<file path="src/rtl/ivc_pkg.sv">
// Shared types and source-to-vector mapping for the interrupt controller.
// Assumes the source grouping below; vectors beyond the table own one source.
package ivc_pkg;

    typedef logic [1:0] lvl_t;

    localparam lvl_t LVL_NONE = 2'd0;
    localparam lvl_t LVL_LOW  = 2'd1;
    localparam lvl_t LVL_MID  = 2'd2;
    localparam lvl_t LVL_TOP  = 2'd3;

    // Number of sources feeding vector v (zero based).
    function automatic int src_count(input int v);
        case (v)
            2, 3, 8: return 3;
            5:       return 2;
            9:       return 5;
            default: return 1;
        endcase
    endfunction

    // Index of the first source of vector v.
    function automatic int first_src(input int v);
        int acc;
        acc = 0;
        for (int i = 0; i < v; i++) acc += src_count(i);
        return acc;
    endfunction

    // Vector that source s belongs to, searched over nvec vectors.
    function automatic int vec_of_src(input int s, input int nvec);
        int hit;
        hit = 0;
        for (int v = 0; v < nvec; v++)
            if (s >= first_src(v) && s < first_src(v) + src_count(v)) hit = v;
        return hit;
    endfunction

endpackage

</file>
<file path="src/rtl/ivc_cfg_regs.sv">
// Configuration registers: per-source enable word and per-vector level word.
// Assumes whole-word writes; reset clears enables and sets every vector low.
module ivc_cfg_regs #(
    parameter int NUM_SRC = 21,
    parameter int NUM_VEC = 10
) (
    input  logic               clk,
    input  logic               rst_n,
    input  logic               en_we,
    input  logic [NUM_SRC-1:0] en_data,
    input  logic               lvl_we,
    input  logic [NUM_VEC-1:0] lvl_data,
    output logic [NUM_SRC-1:0] en_q,
    output logic [NUM_VEC-1:0] lvl_hi_q
);

    // Enable word register.
    always_ff @(posedge clk) begin
        if (!rst_n)     en_q <= '0;
        else if (en_we) en_q <= en_data;
    end

    // Level word register.
    always_ff @(posedge clk) begin
        if (!rst_n)      lvl_hi_q <= '0;
        else if (lvl_we) lvl_hi_q <= lvl_data;
    end


    // en_load_chk
    en_load_chk: assert property (@(posedge clk) disable iff (!rst_n)
        en_we |=> en_q == $past(en_data));

endmodule

</file>
<file path="src/rtl/ivc_src_merge.sv">
// Folds enabled source flags onto their vectors (OR over each group).
// Assumes level-sensitive flags that are already synchronous to clk.
module ivc_src_merge
    import ivc_pkg::*;
#(
    parameter int NUM_SRC = 21,
    parameter int NUM_VEC = 10
) (
    input  logic [NUM_SRC-1:0] req_i,
    input  logic [NUM_SRC-1:0] en_i,
    output logic [NUM_VEC-1:0] pend_o
);

    // OR every enabled, flagged source into its vector.
    always_comb begin
        pend_o = '0;
        for (int s = 0; s < NUM_SRC; s++)
            if (req_i[s] && en_i[s]) pend_o[vec_of_src(s, NUM_VEC)] = 1'b1;
    end

endmodule

</file>
<file path="src/rtl/ivc_arbiter.sv">
// Picks the pending vector with the highest level; ties go to the lowest index.
// Assumes vectors below X_VECS rise to the top level, others to the middle.
module ivc_arbiter
    import ivc_pkg::*;
#(
    parameter int NUM_VEC = 10,
    parameter int X_VECS  = 2,
    localparam int VIDX_W = $clog2(NUM_VEC)
) (
    input  logic               clk,
    input  logic               rst_n,
    input  logic [NUM_VEC-1:0] pend_i,
    input  logic [NUM_VEC-1:0] lvl_hi_i,
    output logic               win_valid_o,
    output logic [VIDX_W-1:0]  win_idx_o,
    output lvl_t               win_lvl_o
);

    lvl_t rank [NUM_VEC];

    // Effective level of each vector, or none when it is idle.
    for (genvar v = 0; v < NUM_VEC; v++) begin : g_rank
        if (v < X_VECS) begin : g_top
            assign rank[v] = !pend_i[v] ? LVL_NONE : (lvl_hi_i[v] ? LVL_TOP : LVL_LOW);
        end else begin : g_mid
            assign rank[v] = !pend_i[v] ? LVL_NONE : (lvl_hi_i[v] ? LVL_MID : LVL_LOW);
        end
    end

    // Scan upward; only a strictly higher level replaces the holder.
    always_comb begin
        win_lvl_o = LVL_NONE;
        win_idx_o = '0;
        for (int v = 0; v < NUM_VEC; v++) begin
            if (rank[v] > win_lvl_o) begin
                win_lvl_o = rank[v];
                win_idx_o = VIDX_W'(v);
            end
        end
    end

    assign win_valid_o = (win_lvl_o != LVL_NONE);


    // win_pending_chk
    win_pending_chk: assert property (@(posedge clk) disable iff (!rst_n)
        win_valid_o |-> pend_i[win_idx_o]);


    // idle_no_win_chk
    idle_no_win_chk: assert property (@(posedge clk) disable iff (!rst_n)
        (pend_i == '0) |-> !win_valid_o);

endmodule

</file>
<file path="src/rtl/ivc_level_stack.sv">
// Stack of in-service levels; the top is the refusal threshold.
// Assumes the caller never asserts push and pop together.
module ivc_level_stack
    import ivc_pkg::*;
#(
    parameter int DEPTH = 3,
    localparam int CNT_W = $clog2(DEPTH + 1)
) (
    input  logic clk,
    input  logic rst_n,
    input  logic push_i,
    input  lvl_t push_lvl_i,
    input  logic pop_i,
    output lvl_t top_o
);

    localparam logic [CNT_W-1:0] FULL = CNT_W'(DEPTH);

    lvl_t             stk_q [DEPTH];
    logic [CNT_W-1:0] cnt_q;

    // Occupancy counter: pop when non-empty, push when not full.
    always_ff @(posedge clk) begin
        if (!rst_n)                          cnt_q <= '0;
        else if (pop_i && cnt_q != '0)       cnt_q <= cnt_q - 1'b1;
        else if (push_i && !pop_i && cnt_q != FULL) cnt_q <= cnt_q + 1'b1;
    end

    // Entry storage: a push writes the slot just above the current top.
    always_ff @(posedge clk) begin
        if (!rst_n) begin
            for (int i = 0; i < DEPTH; i++) stk_q[i] <= LVL_NONE;
        end else if (push_i && !pop_i) begin
            for (int i = 0; i < DEPTH; i++)
                if (cnt_q == CNT_W'(i)) stk_q[i] <= push_lvl_i;
        end
    end

    // Top-of-stack select, none when empty.
    always_comb begin
        top_o = LVL_NONE;
        for (int i = 0; i < DEPTH; i++)
            if (cnt_q == CNT_W'(i + 1)) top_o = stk_q[i];
    end


    // empty_pop_chk
    empty_pop_chk: assert property (@(posedge clk) disable iff (!rst_n)
        (pop_i && cnt_q == '0) |=> cnt_q == '0);


    // push_top_chk
    push_top_chk: assert property (@(posedge clk) disable iff (!rst_n)
        (push_i && !pop_i && cnt_q != FULL) |=> top_o == $past(push_lvl_i));

endmodule

</file>
<file path="src/rtl/irq_vector_ctrl.sv">
// Three-level vectored interrupt controller top: config, merge, arbiter, stack.
// Assumes one acknowledge per request and returns matched to acknowledges.
module irq_vector_ctrl
    import ivc_pkg::*;
#(
    parameter int NUM_VEC   = 10,
    parameter int X_VECS    = 2,
    parameter int DEPTH     = 3,
    parameter int ADDR_W    = 8,
    parameter int ADDR_BASE = 3,
    parameter int ADDR_STEP = 8,
    localparam int NUM_SRC  = first_src(NUM_VEC),
    localparam int VIDX_W   = $clog2(NUM_VEC)
) (
    input  logic               clk,
    input  logic               rst_n,
    input  logic [NUM_SRC-1:0] req_i,
    input  logic               cfg_en_we,
    input  logic [NUM_SRC-1:0] cfg_en_data,
    input  logic               cfg_lvl_we,
    input  logic [NUM_VEC-1:0] cfg_lvl_data,
    input  logic               ack_i,
    input  logic               reti_i,
    output logic               irq_o,
    output logic [ADDR_W-1:0]  vec_addr_o,
    output logic [1:0]         cur_lvl_o
);

    logic [NUM_SRC-1:0] en_q;
    logic [NUM_VEC-1:0] lvl_hi_q;
    logic [NUM_VEC-1:0] pend;
    logic               win_valid;
    logic [VIDX_W-1:0]  win_idx;
    lvl_t               win_lvl;
    lvl_t               thresh;
    logic               take;

    ivc_cfg_regs #(.NUM_SRC(NUM_SRC), .NUM_VEC(NUM_VEC)) u_cfg (
        .clk      (clk),
        .rst_n    (rst_n),
        .en_we    (cfg_en_we),
        .en_data  (cfg_en_data),
        .lvl_we   (cfg_lvl_we),
        .lvl_data (cfg_lvl_data),
        .en_q     (en_q),
        .lvl_hi_q (lvl_hi_q)
    );

    ivc_src_merge #(.NUM_SRC(NUM_SRC), .NUM_VEC(NUM_VEC)) u_merge (
        .req_i  (req_i),
        .en_i   (en_q),
        .pend_o (pend)
    );

    ivc_arbiter #(.NUM_VEC(NUM_VEC), .X_VECS(X_VECS)) u_arb (
        .clk         (clk),
        .rst_n       (rst_n),
        .pend_i      (pend),
        .lvl_hi_i    (lvl_hi_q),
        .win_valid_o (win_valid),
        .win_idx_o   (win_idx),
        .win_lvl_o   (win_lvl)
    );

    ivc_level_stack #(.DEPTH(DEPTH)) u_stack (
        .clk        (clk),
        .rst_n      (rst_n),
        .push_i     (take),
        .push_lvl_i (win_lvl),
        .pop_i      (reti_i),
        .top_o      (thresh)
    );

    // Request only when the winner is strictly above the level in service.
    assign irq_o     = win_valid && (win_lvl > thresh);
    // An acknowledge counts only with a live request and no return.
    assign take      = ack_i && irq_o && !reti_i;
    assign cur_lvl_o = thresh;

    // Capture the winner's address on an accepted acknowledge.
    always_ff @(posedge clk) begin
        if (!rst_n)    vec_addr_o <= '0;
        else if (take) vec_addr_o <= ADDR_W'(ADDR_BASE + ADDR_STEP * int'(win_idx));
    end


    // nest_rise_chk
    nest_rise_chk: assert property (@(posedge clk) disable iff (!rst_n)
        take |=> cur_lvl_o > $past(cur_lvl_o));


    // addr_hold_chk
    addr_hold_chk: assert property (@(posedge clk) disable iff (!rst_n)
        !take |=> $stable(vec_addr_o));


    // masked_quiet_chk
    masked_quiet_chk: assert property (@(posedge clk) disable iff (!rst_n)
        ((req_i & en_q) == '0) |-> !irq_o);

endmodule

</file>
<file path="config.mk">
export PLATFORM = sky130hd
export DESIGN_NAME = irq_vector_ctrl
export DESIGN_NICKNAME = d
export VERILOG_FILES = /design/src/rtl/ivc_pkg.sv /design/src/rtl/ivc_cfg_regs.sv /design/src/rtl/ivc_src_merge.sv /design/src/rtl/ivc_arbiter.sv /design/src/rtl/ivc_level_stack.sv /design/src/rtl/irq_vector_ctrl.sv
export SDC_FILE = /design/constraint.sdc
export NUM_CORES = 1
export LEC_CHECK = 0
export ABC_AREA = 1
export BUFFER_PORTS_ARGS = -buffer_cell sky130_fd_sc_hd__buf_2
export CAP_MARGIN = 25
export CELL_PAD_IN_SITES_DETAIL_PLACEMENT = 0
export CELL_PAD_IN_SITES_GLOBAL_PLACEMENT = 1
export CORE_UTILIZATION = 41
export DETAILED_ROUTE_END_ITERATION = 8
export PLACE_DENSITY = 0.95
export SLEW_MARGIN = 20
export SYNTH_ARGS = -nofsm -noshare
export SYNTH_HDL_FRONTEND = slang
export SYNTH_HIERARCHICAL = 1
export SYNTH_SLANG_ARGS = --single-unit
</file>
<file path="constraint.sdc">
create_clock -name clk -period 28.6 [get_ports clk]
set_input_delay 4.29 -clock clk [delete_from_list [all_inputs] [get_ports clk]]
set_output_delay 4.29 -clock clk [all_outputs]
set_load 0.01 [all_outputs]
</file>
==> results.json <==
{
  "period_needed_ns": 16.04,
  "path_delay_family": "adder cells",
  "hold_viol": 0,
  "post_cts.repair.setup_buffers": 0,
  "max-cap-violations": 0,
  "synthTopCellsByArea": "dfxtp_1, nand2_1, ha_1, inv_1, nor2_1",
  "cts_resized": 0,
  "critPathSlowestCell": "or2_2",
  "fmax_ghz": 0.0624,
  "cp_slowest_stage_delay_ns": 0.31,
  "path_buf_inv": 13,
  "start_kind": "input pin",
  "rsz0062_at_grt": "no",
  "tightestPinTransition_ns": 0.761,
  "p_leak_nw": 2.11,
  "required_ns": 24.31,
  "fin_setup_tns_ns": 0,
  "place_congestion": 0.765,
  "via_count": 2755,
  "drcViolationCount": 0,
  "powerDensity_nw_per_um2": 67.4,
  "first_pass_iters": 4,
  "fin_skew_ns": 0.00461,
  "cp_max_fo": 6,
  "ctsHoldBuffers": 0,
  "period_share_pct": 56.1,
  "cts_tree": "done",
  "die_area_um2": 8140,
  "critical_path_class": "in -> out",
  "ant_nets": 0,
  "cts_made_buffers": 5,
  "cpMostUsedCell": "ha_1",
  "wirelength_mm": 6.08,
  "synth_top_area_cell": "dfxtp_1",
  "slew_viol_final": 0,
  "fp-row-count": 31,
  "nets": 630,
  "cts_buffer_depth": 2,
  "whs_ns": 0.476,
  "syn_avg_cell_area_um2": 6.69,
  "wl_per_cell_um": 9.54,
  "grt_max_degree": 43,
  "yosys_register_bits": 44,
  "antenna_found_initial": 0,
  "via_per_inst": 4.32,
  "crit_arrival_ns": 11.75,
  "synth_edf_count": 6,
  "synthArstFlopShare_pct": 0,
  "grt_pass1_vias": 2593,
  "grt_pass1_wl_mm": 10.8,
  "crit_path_end_kind": "output pin",
  "syn_inst": 477,
  "hold_class": "reg -> reg",
  "slew_headroom_pct": 49.3,
  "yosys_warnings": 6,
  "die_height_um": 90.2,
  "diodes": 0,
  "ys_types": 37,
  "grt_use_total_pct": 15.9,
  "ys_seq_area_share_pct": 29.5,
  "dpl.hpwl_mm": 4.77,
  "finalSetupViolCount": 0,
  "ys.flop_type": "dfxtp_1",
  "ff2ff_setup_slack_ns": 19.98,
  "fp.dieW_um": 90.2,
  "clock_sinks": 44,
  "grt-ovfl-total": 0,
  "drive_above_1_share_pct": 19.3,
  "synth_area_um2": 3190,
  "irDropWorstVdd_mv": 0.0288,
  "io_pins": 69,
  "worstSkewPairLatency_ns": 0.30,
  "port_buffers": 66,
  "drtIter0Drc": 90,
  "synth_commonest_cells": "nand2_1, inv_1, nor2_1, dfxtp_1, ha_1",
  "core_um2": 7370,
  "area_growth_pct": 13.0,
  "htree_levels": 2,
  "start_util_pct": 43.3,
  "path_clk_slew_ns": 0.08,
  "synth.most_common_cell": "nand2_1",
  "synth.top_cell.area_share_pct": 23.8,
  "status": "finished, final reports clean",
  "cts-root-buf": "clkbuf_8"
}
-- final timing paths --
path | start | to | depth (start not counted)
setup / recovery | req_i[0] | irq_o | 50
hold / removal | u_cfg/en_q[8] | u_cfg/en_q[8] | 2
setup reg to reg | u_cfg/en_q[0] | u_stack/stk_q[0][1] | 52
hold reg to reg | u_cfg/en_q[8] | u_cfg/en_q[8] | 2
-- layout by cell type, fill, tap and decap left out, types with 2 or more instances in the layout --
cell | netlist | routed
o21ai_0 | 3 | 3
buf_2 | 2 | 66
or2_2 | 2 | 2
nor2_1 | 80 | 80
nand3_1 | 12 | 12
o22ai_4 | 2 | 2
o21ai_2 | 5 | 5
ha_1 | 34 | 34
nor2_2 | 2 | 2
and2_1 | 3 | 3
clkinv_1 | 2 | 2
nand4_1 | 4 | 4
o21bai_1 | 3 | 3
a21boi_1 | 2 | 2
dfxtp_1 | 38 | 38
nand3_2 | 8 | 8
conb_1 | 1 | 2
inv_2 | 3 | 3
edfxtp_1 | 6 | 6
a21oi_1 | 7 | 7
inv_1 | 101 | 101
nand2_1 | 133 | 133
clkbuf_8 | 2 | 5
nand2_2 | 3 | 3
-- stage by stage --
stage / std cells / setup WS (ns) / utilization (%) / cell area (µm²) / power, mW
5_1_grt: 637 / 11.95 / 48.9 / 3610 / 0.270
3_3_place_gp: 630 / 12.89 / 47.8 / 3520 / 0.201
2_1_floorplan: 478 / 13.24 / - / 3190 / 0.181
3_5_place_dp: 630 / 12.52 / 47.8 / 3520 / 0.207
6_report: 637 / 12.56 / 48.9 / 3610 / 0.243
4_1_cts: 637 / 12.52 / 48.9 / 3610 / 0.247
-- report_power, final --
part / switching, mW / internal [mW]
clock network: 0.0218 / 0.0166
registers: 0.00331 / 0.0689
logic: 0.0796 / 0.0528
total: 0.105 / 0.138
-- kinds of logic (layout without fill, tap and decap cells) --
kind of cell / Yosys count / in the layout / share of synthesized area [%]
fa+ha+maj: 34 / 34 / 13.3
other cells: 1 / 2 / 0.118
flops: 44 / 44 / 29.5
compound gates: 28 / 28 / 7.10
simple gates: 251 / 251 / 33.6
buf+inv: 119 / 179 / 16.4
-- tightest hold or removal path: stages, from the launching register on --
cell     delay [ns]
dfxtp_1        0.32
nor2_1         0.08
nor2_1         0.05
-- flip-flops by register name, indices dropped and copies added, names as in the netlist --
signal,count
u_cfg/en_q,21
u_cfg/lvl_hi_q,10
u_stack/stk_q,6
vec_addr_o,5
u_stack/cnt_q,2
-- routing by layer --
layer	GRT usage, %	up-vias	part of all wire [%]
met2	28.2	61	45
met1	19.3	1165	49
li1	-	1523	-
met5	0	-	0
met3	3.81	6	4.7
met4	3.90	0	0.79
-- layout make-up --
cell class	count	area (µm²)
fillers	777	3760
multi-input cells	315	1730
flip-flops and latches	44	941
inverters	106	398
repair buffers	66	330
well taps	99	124
clock buffers	5	68.8
clock inverters	2	12.5
No activity file was read; power rests on OpenSTA's default activity.
